--- src/rtl/qdma_pkg.sv ---
// Shared types and register layout for the four-channel word copier.
// Assumes 32-bit registers and an 8-register window per channel.
package qdma_pkg;
    typedef enum logic [1:0] {ST_IDLE, ST_READ, ST_WRITE, ST_FIN} eng_state_e;

    localparam logic [2:0] OFF_EXT   = 3'd0;
    localparam logic [2:0] OFF_SYS   = 3'd1;
    localparam logic [2:0] OFF_LEN   = 3'd2;
    localparam logic [2:0] OFF_DIR   = 3'd3;
    localparam logic [2:0] OFF_MODE  = 3'd4;
    localparam logic [2:0] OFF_EN    = 3'd5;
    localparam logic [2:0] OFF_START = 3'd6;
    localparam logic [2:0] OFF_STOP  = 3'd7;

    localparam logic [31:0] MASK_ADDR = 32'h9FFF_FFE0;
    localparam logic [5:0]  MASK_STOP = 6'h37;
endpackage

--- src/rtl/qdma_chan_regs.sv ---
// One channel's register set. It applies the per-register write masks,
// implements the two-bit start rule and blocks writes while pending.
// Assumes wr_en is already decoded for this channel.
module qdma_chan_regs
    import qdma_pkg::*;
(
    input  logic        clk,
    input  logic        rst_n,
    input  logic        wr_en,
    input  logic [2:0]  wr_off,
    input  logic [31:0] wdata,
    input  logic [2:0]  rd_off,
    input  logic        done,
    output logic [31:0] rdata,
    output logic [31:0] ext_addr,
    output logic [31:0] sys_addr,
    output logic [31:0] len,
    output logic        dir,
    output logic        pending
);
    logic [2:0] mode_q;
    logic [5:0] stop_q;
    logic       en_q;
    logic       start_q;

    // Register updates: masked writes, start gating, completion clear.
    always_ff @(posedge clk) begin
        if (!rst_n) begin
            ext_addr <= '0;
            sys_addr <= '0;
            len      <= '0;
            dir      <= 1'b0;
            mode_q   <= '0;
            stop_q   <= '0;
            en_q     <= 1'b0;
            start_q  <= 1'b0;
        end else begin
            if (done) start_q <= 1'b0;
            if (wr_en) begin
                case (wr_off)
                    OFF_EXT:   if (!start_q) ext_addr <= wdata & MASK_ADDR;
                    OFF_SYS:   if (!start_q) sys_addr <= wdata & MASK_ADDR;
                    OFF_LEN:   if (!start_q) len      <= wdata & MASK_ADDR;
                    OFF_DIR:   dir    <= wdata[0];
                    OFF_MODE:  mode_q <= wdata[2:0];
                    OFF_EN:    en_q   <= wdata[0];
                    OFF_START: if (!start_q) start_q <= wdata[0] & en_q;
                    default:   stop_q <= wdata[5:0] & MASK_STOP;
                endcase
            end
        end
    end

    assign pending = start_q;

    // Read-back multiplexer.
    always_comb begin
        case (rd_off)
            OFF_EXT:   rdata = ext_addr;
            OFF_SYS:   rdata = sys_addr;
            OFF_LEN:   rdata = len;
            OFF_DIR:   rdata = {31'd0, dir};
            OFF_MODE:  rdata = {29'd0, mode_q};
            OFF_EN:    rdata = {31'd0, en_q};
            OFF_START: rdata = {31'd0, start_q};
            default:   rdata = {26'd0, stop_q};
        endcase
    end

    assert_rise_needs_en_R3: assert property (@(posedge clk) disable iff (!rst_n)
        $rose(start_q) |-> en_q);
    assert_done_clears_R6: assert property (@(posedge clk) disable iff (!rst_n)
        done |=> !start_q);
    assert_busy_ext_R8: assert property (@(posedge clk) disable iff (!rst_n)
        (start_q && wr_en && wr_off == OFF_EXT) |=> $stable(ext_addr));
endmodule

--- src/rtl/qdma_arb.sv ---
// Fixed-priority selector: the lowest-numbered pending channel wins.
// Purely combinational; the engine samples it only when idle.
module qdma_arb #(
    parameter int NCH = 4,
    localparam int CHW = $clog2(NCH)
) (
    input  logic [NCH-1:0] req,
    output logic           any,
    output logic [CHW-1:0] idx
);
    // Scan from the top down so the lowest index is assigned last.
    always_comb begin
        idx = '0;
        for (int i = NCH - 1; i >= 0; i--) begin
            if (req[i]) idx = CHW'(i);
        end
        any = |req;
    end
endmodule

--- src/rtl/qdma_engine.sv ---
// Shared copy engine. It latches the granted channel's parameters, then
// alternates read and write handshakes, one word each, and finishes with
// a one-cycle completion. Assumes the memory holds mem_rdata valid with mem_ack.
module qdma_engine
    import qdma_pkg::*;
#(
    parameter int NCH      = 4,
    parameter int EVT_BASE = 8,
    parameter int EVW      = 8,
    localparam int CHW = $clog2(NCH),
    localparam int LW  = 27
) (
    input  logic           clk,
    input  logic           rst_n,
    input  logic           go,
    input  logic [CHW-1:0] go_idx,
    input  logic [31:0]    ext_in,
    input  logic [31:0]    sys_in,
    input  logic [LW-1:0]  words_in,
    input  logic           dir_in,
    output logic [NCH-1:0] done_vec,
    output logic           mem_req,
    output logic           mem_we,
    output logic [31:0]    mem_addr,
    output logic [31:0]    mem_wdata,
    input  logic [31:0]    mem_rdata,
    input  logic           mem_ack,
    output logic           evt_valid,
    output logic [EVW-1:0] evt_id
);
    eng_state_e     state;
    logic [CHW-1:0] cur;
    logic [31:0]    src;
    logic [31:0]    dst;
    logic [LW-1:0]  cnt;
    logic [31:0]    dbuf;

    // Sequencer: grant latch, read/write alternation, count-down.
    always_ff @(posedge clk) begin
        if (!rst_n) begin
            state <= ST_IDLE;
            cur   <= '0;
            src   <= '0;
            dst   <= '0;
            cnt   <= '0;
            dbuf  <= '0;
        end else begin
            case (state)
                ST_IDLE: if (go) begin
                    cur   <= go_idx;
                    src   <= dir_in ? ext_in : sys_in;
                    dst   <= dir_in ? sys_in : ext_in;
                    cnt   <= words_in;
                    state <= (words_in == '0) ? ST_FIN : ST_READ;
                end
                ST_READ: if (mem_ack) begin
                    dbuf  <= mem_rdata;
                    state <= ST_WRITE;
                end
                ST_WRITE: if (mem_ack) begin
                    src <= src + 32'd4;
                    dst <= dst + 32'd4;
                    cnt <= cnt - LW'(1);
                    state <= (cnt == LW'(1)) ? ST_FIN : ST_READ;
                end
                default: state <= ST_IDLE;
            endcase
        end
    end

    assign mem_req   = (state == ST_READ) || (state == ST_WRITE);
    assign mem_we    = (state == ST_WRITE);
    assign mem_addr  = (state == ST_WRITE) ? dst : src;
    assign mem_wdata = dbuf;
    assign evt_valid = (state == ST_FIN);
    assign evt_id    = EVW'(EVT_BASE) + EVW'(cur);

    // Completion strobe decoded to the finishing channel.
    always_comb begin
        done_vec = '0;
        if (state == ST_FIN) done_vec[cur] = 1'b1;
    end

    assert_req_hold_R9: assert property (@(posedge clk) disable iff (!rst_n)
        (mem_req && !mem_ack) |=> (mem_req && $stable(mem_addr) && $stable(mem_we)));
    assert_evt_once_R6: assert property (@(posedge clk) disable iff (!rst_n)
        evt_valid |=> !evt_valid);
    assert_zero_len_R5: assert property (@(posedge clk) disable iff (!rst_n)
        (state == ST_IDLE && go && words_in == '0) |=> (evt_valid && !mem_req));
endmodule

--- src/rtl/quad_xfer_dma.sv ---
// Top level: NCH register-started copy channels sharing one engine.
// The register port is word addressed; channel = reg_addr[CHW+2:3].
// Assumes single-cycle register writes and combinational reads.
module quad_xfer_dma #(
    parameter int NCH      = 4,
    parameter int EVT_BASE = 8,
    parameter int EVW      = 8,
    localparam int CHW = $clog2(NCH),
    localparam int WAW = CHW + 3
) (
    input  logic           clk,
    input  logic           rst_n,
    input  logic           reg_wr,
    input  logic [WAW-1:0] reg_addr,
    input  logic [31:0]    reg_wdata,
    output logic [31:0]    reg_rdata,
    output logic           mem_req,
    output logic           mem_we,
    output logic [31:0]    mem_addr,
    output logic [31:0]    mem_wdata,
    input  logic [31:0]    mem_rdata,
    input  logic           mem_ack,
    output logic           evt_valid,
    output logic [EVW-1:0] evt_id
);
    logic [31:0]    ch_rdata [NCH];
    logic [31:0]    ch_ext   [NCH];
    logic [31:0]    ch_sys   [NCH];
    logic [31:0]    ch_len   [NCH];
    logic [NCH-1:0] ch_dir;
    logic [NCH-1:0] ch_pend;
    logic [NCH-1:0] ch_done;
    logic           arb_any;
    logic [CHW-1:0] arb_idx;
    logic [CHW-1:0] sel_ch;

    assign sel_ch = reg_addr[WAW-1:3];

    for (genvar g = 0; g < NCH; g++) begin : g_chan
        qdma_chan_regs u_regs (
            .clk      (clk),
            .rst_n    (rst_n),
            .wr_en    (reg_wr && (sel_ch == CHW'(g))),
            .wr_off   (reg_addr[2:0]),
            .wdata    (reg_wdata),
            .rd_off   (reg_addr[2:0]),
            .done     (ch_done[g]),
            .rdata    (ch_rdata[g]),
            .ext_addr (ch_ext[g]),
            .sys_addr (ch_sys[g]),
            .len      (ch_len[g]),
            .dir      (ch_dir[g]),
            .pending  (ch_pend[g])
        );
    end

    assign reg_rdata = ch_rdata[sel_ch];

    qdma_arb #(.NCH(NCH)) u_arb (
        .req (ch_pend),
        .any (arb_any),
        .idx (arb_idx)
    );

    qdma_engine #(.NCH(NCH), .EVT_BASE(EVT_BASE), .EVW(EVW)) u_eng (
        .clk       (clk),
        .rst_n     (rst_n),
        .go        (arb_any),
        .go_idx    (arb_idx),
        .ext_in    (ch_ext[arb_idx]),
        .sys_in    (ch_sys[arb_idx]),
        .words_in  (ch_len[arb_idx][28:2]),
        .dir_in    (ch_dir[arb_idx]),
        .done_vec  (ch_done),
        .mem_req   (mem_req),
        .mem_we    (mem_we),
        .mem_addr  (mem_addr),
        .mem_wdata (mem_wdata),
        .mem_rdata (mem_rdata),
        .mem_ack   (mem_ack),
        .evt_valid (evt_valid),
        .evt_id    (evt_id)
    );

    assert_done_was_pending_R6: assert property (@(posedge clk) disable iff (!rst_n)
        evt_valid |-> |(ch_done & ch_pend));
endmodule

--- config.mk ---
export PLATFORM = sky130hd
export DESIGN_NAME = quad_xfer_dma
export DESIGN_NICKNAME = d
export VERILOG_FILES = /design/src/rtl/qdma_pkg.sv /design/src/rtl/qdma_chan_regs.sv /design/src/rtl/qdma_arb.sv /design/src/rtl/qdma_engine.sv /design/src/rtl/quad_xfer_dma.sv
export SDC_FILE = /design/constraint.sdc
export NUM_CORES = 1
export LEC_CHECK = 0
export BUFFER_PORTS_ARGS = -buffer_cell sky130_fd_sc_hd__buf_4
export CAP_MARGIN = 20
export CORE_UTILIZATION = 55
export DETAILED_ROUTE_END_ITERATION = 7
export HOLD_SLACK_MARGIN = 0.08
export PLACE_DENSITY_LB_ADDON = 0.1
export SLEW_MARGIN = 10
export SYNTH_ARGS = -nofsm -noshare
export SYNTH_HDL_FRONTEND = slang
export SYNTH_SLANG_ARGS = --single-unit
--- constraint.sdc ---
create_clock -name clk -period 2.4 [get_ports clk]
set_clock_uncertainty 0.2 [all_clocks]
set_input_delay 0.12 -clock clk [delete_from_list [all_inputs] [get_ports clk]]
set_output_delay 0.12 -clock clk [all_outputs]
set_load 0.05 [all_outputs]
Yosys cells after proc, flatten, opt, wreduce, memory -nomap -nowiden
Index checks and enable logic that the tools add are counted.

Register bits after elaboration: 471. Input port bits: 73. Output and inout port bits: 107. Word-level logic and storage cells: 178.

Add/subtract/negate cells: 4. Order comparisons: 5. Equal/unequal tests: 16. Multiplexer cells: 59. Bitwise logic cells: 11. Reductions and logical operators: 45.

Operators by type and width (count): $pmux W32 S7 (4); $mux W32 (13); $bmux W32 S2 (4); $pmux W32 S2 (2); $add A32 B3 Y32 const B (2); $mux W29 (2); $mux W27 (2); $pmux W27 S2 (1); $reduce_and A3 Y1 (14); $reduce_and A2 Y1 (18); $eq A27 B1 Y1 const B (1); $logic_not A27 Y1 (1); $sub A27 B1 Y27 const B (1); $mux W1 (18); $mux W2 (9); $eq A3 B3 Y1 const B (3); $eq A2 B2 Y1 const B (4); $reduce_or A7 Y1 (1); $eq A3 B2 Y1 const B (2); $ge A3 B3 Y1 const B (2); $lt A2 B3 Y1 const B (2); $not A2 Y3 (2); $pmux W2 S3 (1); $add A4 B2 Y5 const A (1); other kinds (16) (30).

Depth between registers and ports, before layout
Word-level depth: 12. Depth in mapped cells: 12. Mapped depth without buffers: 8.

By module
From an unflattened synthesis, not the netlist that was laid out.

Cells, all modules: 3020. Area, all modules: 27909.3 µm².

Modules (own cells, without submodules): qdma_chan_regs (times used 4, cells an instance 448, area each 4159.0 µm², seq. area each 1721.7 µm²); qdma_engine (times used 1, cells an instance 1065, area each 8134.1 µm², seq. area each 2542.4 µm²); quad_xfer_dma (times used 1, cells an instance 156, area each 3104.2 µm², seq. area each 0.0 µm²); qdma_arb (times used 1, cells an instance 7, area each 35.0 µm², seq. area each 0.0 µm²).

Worst setup path after synthesis
No wires, ideal clock.

Path kind: register to output. Start: reg u_eng.state[0]. End: out mem_addr[27]. Arrival: 2581 ps. Data required time: 2080 ps. Slack: -501 ps. Cell stages (with the launch flop): 7. Cells stage by stage: dfxtp_1 -> inv_1 -> ha_1 -> clkbuf_1 -> clkbuf_1 -> clkbuf_1 -> o21ai_0.

Cells in the longest elaborated chain, start to end: 2.

Ends and longest elaborated chain: start, declared (line qdma_engine.sv:31) `eng_state_e state;`; start signal, assigned (line qdma_engine.sv:54) `state <= (words_in == '0) ? ST_FIN : ST_READ;`; start signal, assigned (line qdma_engine.sv:64) `state <= (cnt == LW'(1)) ? ST_FIN : ST_READ;`; $eq A2 B2 Y1; named net mem_we (line quad_xfer_dma.sv:18) `output logic mem_we,`; $mux W32 (line qdma_engine.sv:73) `assign mem_addr = (state == ST_WRITE) ? dst : src;`; end, declared (line quad_xfer_dma.sv:19) `output logic [31:0] mem_addr,`.

The timed path passes the listed nets, and every way through them passes these cells.

Final worst setup path
Start: reg g_chan[2].u_regs.start_q. End: reg u_eng.dst[24].

Cells in the longest elaborated chain, start to end: 10. Elaborated cells on any way between the ends: 18. Those cells by class: 1 x eq/ne; 14 x mux; 1 x bitwise; 2 x reduce/logical.

Ends and longest elaborated chain: start, declared (line qdma_chan_regs.sv:24) `logic start_q;`; start signal, assigned (line qdma_chan_regs.sv:47) `OFF_START: if (!start_q) start_q <= wdata[0] & en_q;`; $mux W2 (3 in a row) (line qdma_arb.sv:15) `if (req[i]) idx = CHW'(i);`; $not A2 Y3 (not written as such) (line quad_xfer_dma.sv:70, quad_xfer_dma.sv:71); $bmux W32 S2, on equally long branches (line quad_xfer_dma.sv:70, quad_xfer_dma.sv:71); $mux W32, on equally long branches (2 in a row) (line quad_xfer_dma.sv:70, quad_xfer_dma.sv:71); $mux W32 (line qdma_engine.sv:52) `dst <= dir_in ? sys_in : ext_in;`; $mux W32 (line qdma_engine.sv:49) `ST_IDLE: if (go) begin`; $pmux W32 S2 (line qdma_engine.sv:48) `case (state)`; end signal, assigned (line qdma_engine.sv:52); end signal, assigned (line qdma_engine.sv:62) `dst <= dst + 32'd4;`; end, declared (line qdma_engine.sv:34) `logic [31:0] dst;`.

Parallel ways exist; a longest one is shown, timed or not. The select of a mux whose other input is x is not followed. A chain may end at the register's enable or synchronous reset.

==> metrics.txt <==
# TYPE chip_impl_metric gauge
chip_impl_info{name="tritoncts",value="yes"} 1
chip_impl_metric{name="detail_route.iter0.violations",unit=""} 3842
chip_impl_metric{name="initial_core_utilization",unit="%"} 55.8
chip_impl_info{name="path_common_cell",value="buf_12"} 1
chip_impl_metric{name="fillers",unit=""} 3249
chip_impl_info{name="run_status",value="finished, violations left"} 1
chip_impl_metric{name="drt-pass1-iter-count",unit=""} 7
chip_impl_metric{name="number_of_synthesized_flops_with_an_enable_pin",unit=""} 0
chip_impl_metric{name="groute.usage.overall",unit="%"} 44.1
chip_impl_info{name="crit_path_cell_trace",value="and2b_2, o21bai_4, buf_12, buf_12, buf_12, buf_12, mux4_2, mux2i_1, buf_4, o22ai_1"} 1
chip_impl_metric{name="number_of_placement_rows",unit=""} 77
chip_impl_metric{name="final_cell_area",unit="µm²"} 33100
chip_impl_metric{name="yosysSeqAreaShare",unit="%"} 37.9
chip_impl_metric{name="design.portCount",unit=""} 180
chip_impl_metric{name="synth_cell_types",unit=""} 70
chip_impl_metric{name="io_buffer_count",unit=""} 165
chip_impl_metric{name="ys_seq_elements",unit=""} 467
chip_impl_metric{name="cp_num_buf_inv",unit=""} 5
chip_impl_info{name="critical_path.slowest_cell",value="mux4_2"} 1
chip_impl_metric{name="number_of_cells_produced_by_synthesis",unit=""} 3116
chip_impl_metric{name="worst_ep_required_time",unit="ps"} 2670
chip_impl_metric{name="yosysWarningCount",unit=""} 0
chip_impl_metric{name="netlist_area_before_placement",unit="µm²"} 24700
chip_impl_metric{name="timing.final.crit_period",unit="ps"} 2590
chip_impl_metric{name="timing.final.ws_setup",unit="ps"} -185
chip_impl_metric{name="multi_input_comb_area",unit="µm²"} 14900
chip_impl_info{name="violations_in_the_final_reports",value="setup timing"} 1
chip_impl_metric{name="detailed_place_hpwl",unit="µm"} 66500
chip_impl_metric{name="power_density",unit="nW/µm²"} 541
chip_impl_metric{name="final.period_utilization",unit="%"} 108
chip_impl_metric{name="cts_buffer_depth",unit=""} 3
chip_impl_metric{name="timing.critical_path.arrival",unit="ps"} 2860
chip_impl_metric{name="placement.setup.worst_slack",unit="ps"} -282
chip_impl_metric{name="grt_antenna_before_repair",unit=""} 5
chip_impl_info{name="root_buffer",value="clkbuf_16"} 1
chip_impl_metric{name="cts-htree-levels",unit=""} 2
chip_impl_metric{name="die_area",unit="µm²"} 45700
chip_impl_info{name="hold_path_class",value="input pin to flip-flop"} 1
chip_impl_metric{name="clkLatencyLatePin",unit="ps"} 630
chip_impl_info{name="synth_ff_type",value="dfxtp_1"} 1
chip_impl_metric{name="grt_remaining_overflow",unit=""} 0
chip_impl_metric{name="routed_wire_length_per_instance",unit="µm"} 25.3
chip_impl_metric{name="worst_ir_drop_vdd",unit="mV"} 0.526
chip_impl_metric{name="cts.sinks",unit=""} 467
chip_impl_metric{name="dieHeight",unit="µm"} 214
chip_impl_metric{name="max_slew_margin",unit="%"} 48.5
chip_impl_info{name="timing.critical_path.from_type",value="flip-flop"} 1
chip_impl_metric{name="syn-mean-instance-area",unit="µm²"} 7.92
chip_impl_info{name="timing.setup.critical_path_class",value="flip-flop to flip-flop"} 1
chip_impl_metric{name="area.sequential",unit="µm²"} 9560
chip_impl_metric{name="die_outline_width",unit="µm"} 214
chip_impl_info{name="critical-path-top-delay-family",value="multiplexers"} 1
chip_impl_metric{name="path_clk_slew",unit="ps"} 60
chip_impl_metric{name="tightest_slew",unit="ps"} 766
chip_impl_metric{name="finalMaxSlewViolations",unit=""} 0
chip_impl_metric{name="crit_fanout",unit=""} 7
chip_impl_info{name="endpoint_kind",value="flip-flop"} 1
chip_impl_metric{name="gp_congestion",unit=""} 0.974
chip_impl_metric{name="area_delta_synth_final",unit="%"} 34.1
chip_impl_metric{name="max_clock_freq",unit="GHz"} 0.387
chip_impl_metric{name="grt_pass1_vias",unit=""} 24700
chip_impl_metric{name="total_power",unit="mW"} 17.9
chip_impl_metric{name="finish.net_count",unit=""} 3581
chip_impl_metric{name="async_flop_share",unit="%"} 0
chip_impl_metric{name="core",unit="µm²"} 44200
chip_impl_metric{name="tritoncts.num_buffers",unit=""} 51
chip_impl_metric{name="drt.antenna.violating_nets",unit=""} 0
chip_impl_metric{name="postRouteWirelength",unit="µm"} 104000
chip_impl_metric{name="slowest_delay",unit="ps"} 510
chip_impl_metric{name="detail_route.drc_violations",unit=""} 0
chip_impl_metric{name="drive_above_1_share",unit="%"} 28.2
chip_impl_metric{name="power.leakage",unit="nW"} 12.1
chip_impl_metric{name="dpl-instance-area",unit="µm²"} 28200
chip_impl_metric{name="grt_start_max_net_pins",unit=""} 85
chip_impl_metric{name="grt_pass1_wl",unit="µm"} 151000
chip_impl_metric{name="setup_viol_count_final",unit=""} 57
chip_impl_metric{name="avgViaCountPerCell",unit=""} 6.52
chip_impl_metric{name="timing_hold_violations_final",unit=""} 0
chip_impl_info{name="rsz0062_at_grt",value="yes"} 1
chip_impl_metric{name="routed-via-count",unit=""} 26900
chip_impl_metric{name="maxCapViolCount",unit=""} 0
==> through the flow <==
stage / hold slack (ps) / cells / util (%) / setup TNS, ps
global route: 118 / 4131 / 74.8 / -7780
CTS: 91.1 / 4090 / 72.7 / -3410
global placement: 168 / 3872 / 63.7 / -2730
floorplan: 56.0 / 3125 / - / 0
detailed placement: 179 / 3872 / 63.7 / -6280
finish: 111 / 4134 / 74.9 / -4260
==> cell usage in the layout (no fill, tap or decap), types with 22 or more instances in the layout <==
| master | instances |
|---|---|
| nand2_1 | 809 |
| a21oi_1 | 534 |
| dfxtp_1 | 353 |
| buf_4 | 350 |
| nor2_1 | 199 |
| mux2i_1 | 130 |
| mux4_2 | 100 |
| dfxtp_2 | 87 |
| dlygate4sd3_1 | 74 |
| buf_6 | 69 |
| clkbuf_16 | 56 |
| o21ai_0 | 54 |
| nand3_1 | 50 |
| buf_12 | 49 |
| nor3_1 | 45 |
| mux2_4 | 39 |
| buf_8 | 35 |
| nor4_1 | 30 |
| dfxtp_4 | 27 |
| nor2_2 | 22 |
==> routing by layer <==
layer,GRT usage (%),vias up,wire length (µm)
li1,-,11700,-
met1,57.1,12800,38200
met2,67.3,2052,46400
met3,11.0,470,13400
met4,24.8,2,6460
met5,0.216,-,11
==> sequential cells by signal, indices dropped and copies added, names as in the netlist, 20 cells and up <==
name / count
g_chan.u_regs.ext_addr: 100
g_chan.u_regs.len: 100
g_chan.u_regs.stop_q: 20
g_chan.u_regs.sys_addr: 100
u_eng.cnt: 27
u_eng.dst: 30
u_eng.mem_wdata: 32
u_eng.src: 30
==> cells in the mapped netlist, types with 15 or more instances <==
cell type,n,area (µm²)
buf_2,46,230
o21ai_0,62,310
clkbuf_1,189,709
nand2_1,830,3120
mux4_2,100,2250
nor3_1,50,250
nand4_1,21,131
nor4_1,34,213
dfxtp_1,467,9350
a21oi_1,552,2760
mux2i_1,133,1330
mux2_2,53,597
nand3_1,54,270
inv_1,15,56.3
buf_4,24,180
nor2_1,229,860
==> worst register-to-register path, delay by kind of cell, from the launching register on <==
family,cells,cell delay [ps]
AOI/OAI and AO/OA,2,210
buffers and inverters,5,720
DFF,1,340
muxes,2,730
and+or+nand+nor,1,240
==> cell families (layout without fill, tap and decap cells) <==
| group | Yosys count | after routing | share of synthesized area (%) |
|---|---|---|---|
| compound gates | 750 | 750 | 17.0 |
| xor+xnor | 17 | 17 | 0.603 |
| fa+ha+maj | 9 | 9 | 0.456 |
| buf+inv | 289 | 703 | 5.14 |
| flops | 467 | 467 | 37.9 |
| mux | 287 | 287 | 17.0 |
| other cells | 2 | 14 | 0.0304 |
| simple gates | 1295 | 1295 | 21.9 |
==> path summary, 6_finish.rpt <==
check / start / end / slack (ps) / cells after the start
worst max-delay path: g_chan[2].u_regs.pending / u_eng.dst[24] / -190 / 10
worst min-delay path: mem_rdata[10] / u_eng.mem_wdata[10] / 110 / 4
worst max register to register: g_chan[2].u_regs.pending / u_eng.dst[24] / -190 / 10
worst min register to register: u_eng.mem_wdata[6] / u_eng.mem_wdata[6] / 260 / 2
==> repair_timing <==
item | 4_1_cts | 5_1_grt
cloned | 10 | 6
resized for setup | 241 | 207
endpoints found under the setup margin | 122 | 143
hold endpoints to repair | 413 | 0
setup buffers | 40 | 42
pin swaps | 47 | 43
hold buffers | 75 | 0
==> final cells by class <==
type | count | share of cell area (%)
Clock inverter | 17 | 0.839
Antenna cell | 3 | 0.0227
Inverter | 17 | 0.215
Tap cell | 592 | 2.24
Multi-Input combinational cell | 2369 | 44.9
Clock buffer | 76 | 4.53
Timing Repair Buffer | 593 | 18.4
Sequential cell | 467 | 28.9
==> power by group <==
part / switching [mW] / internal (mW) / total [mW]
Clock: 3.47 / 4.97 / 8.44
Sequential: 0.0590 / 7.79 / 7.84
Combinational: 1.03 / 0.603 / 1.63
Note: power is estimated with default switching activity, not from simulation.
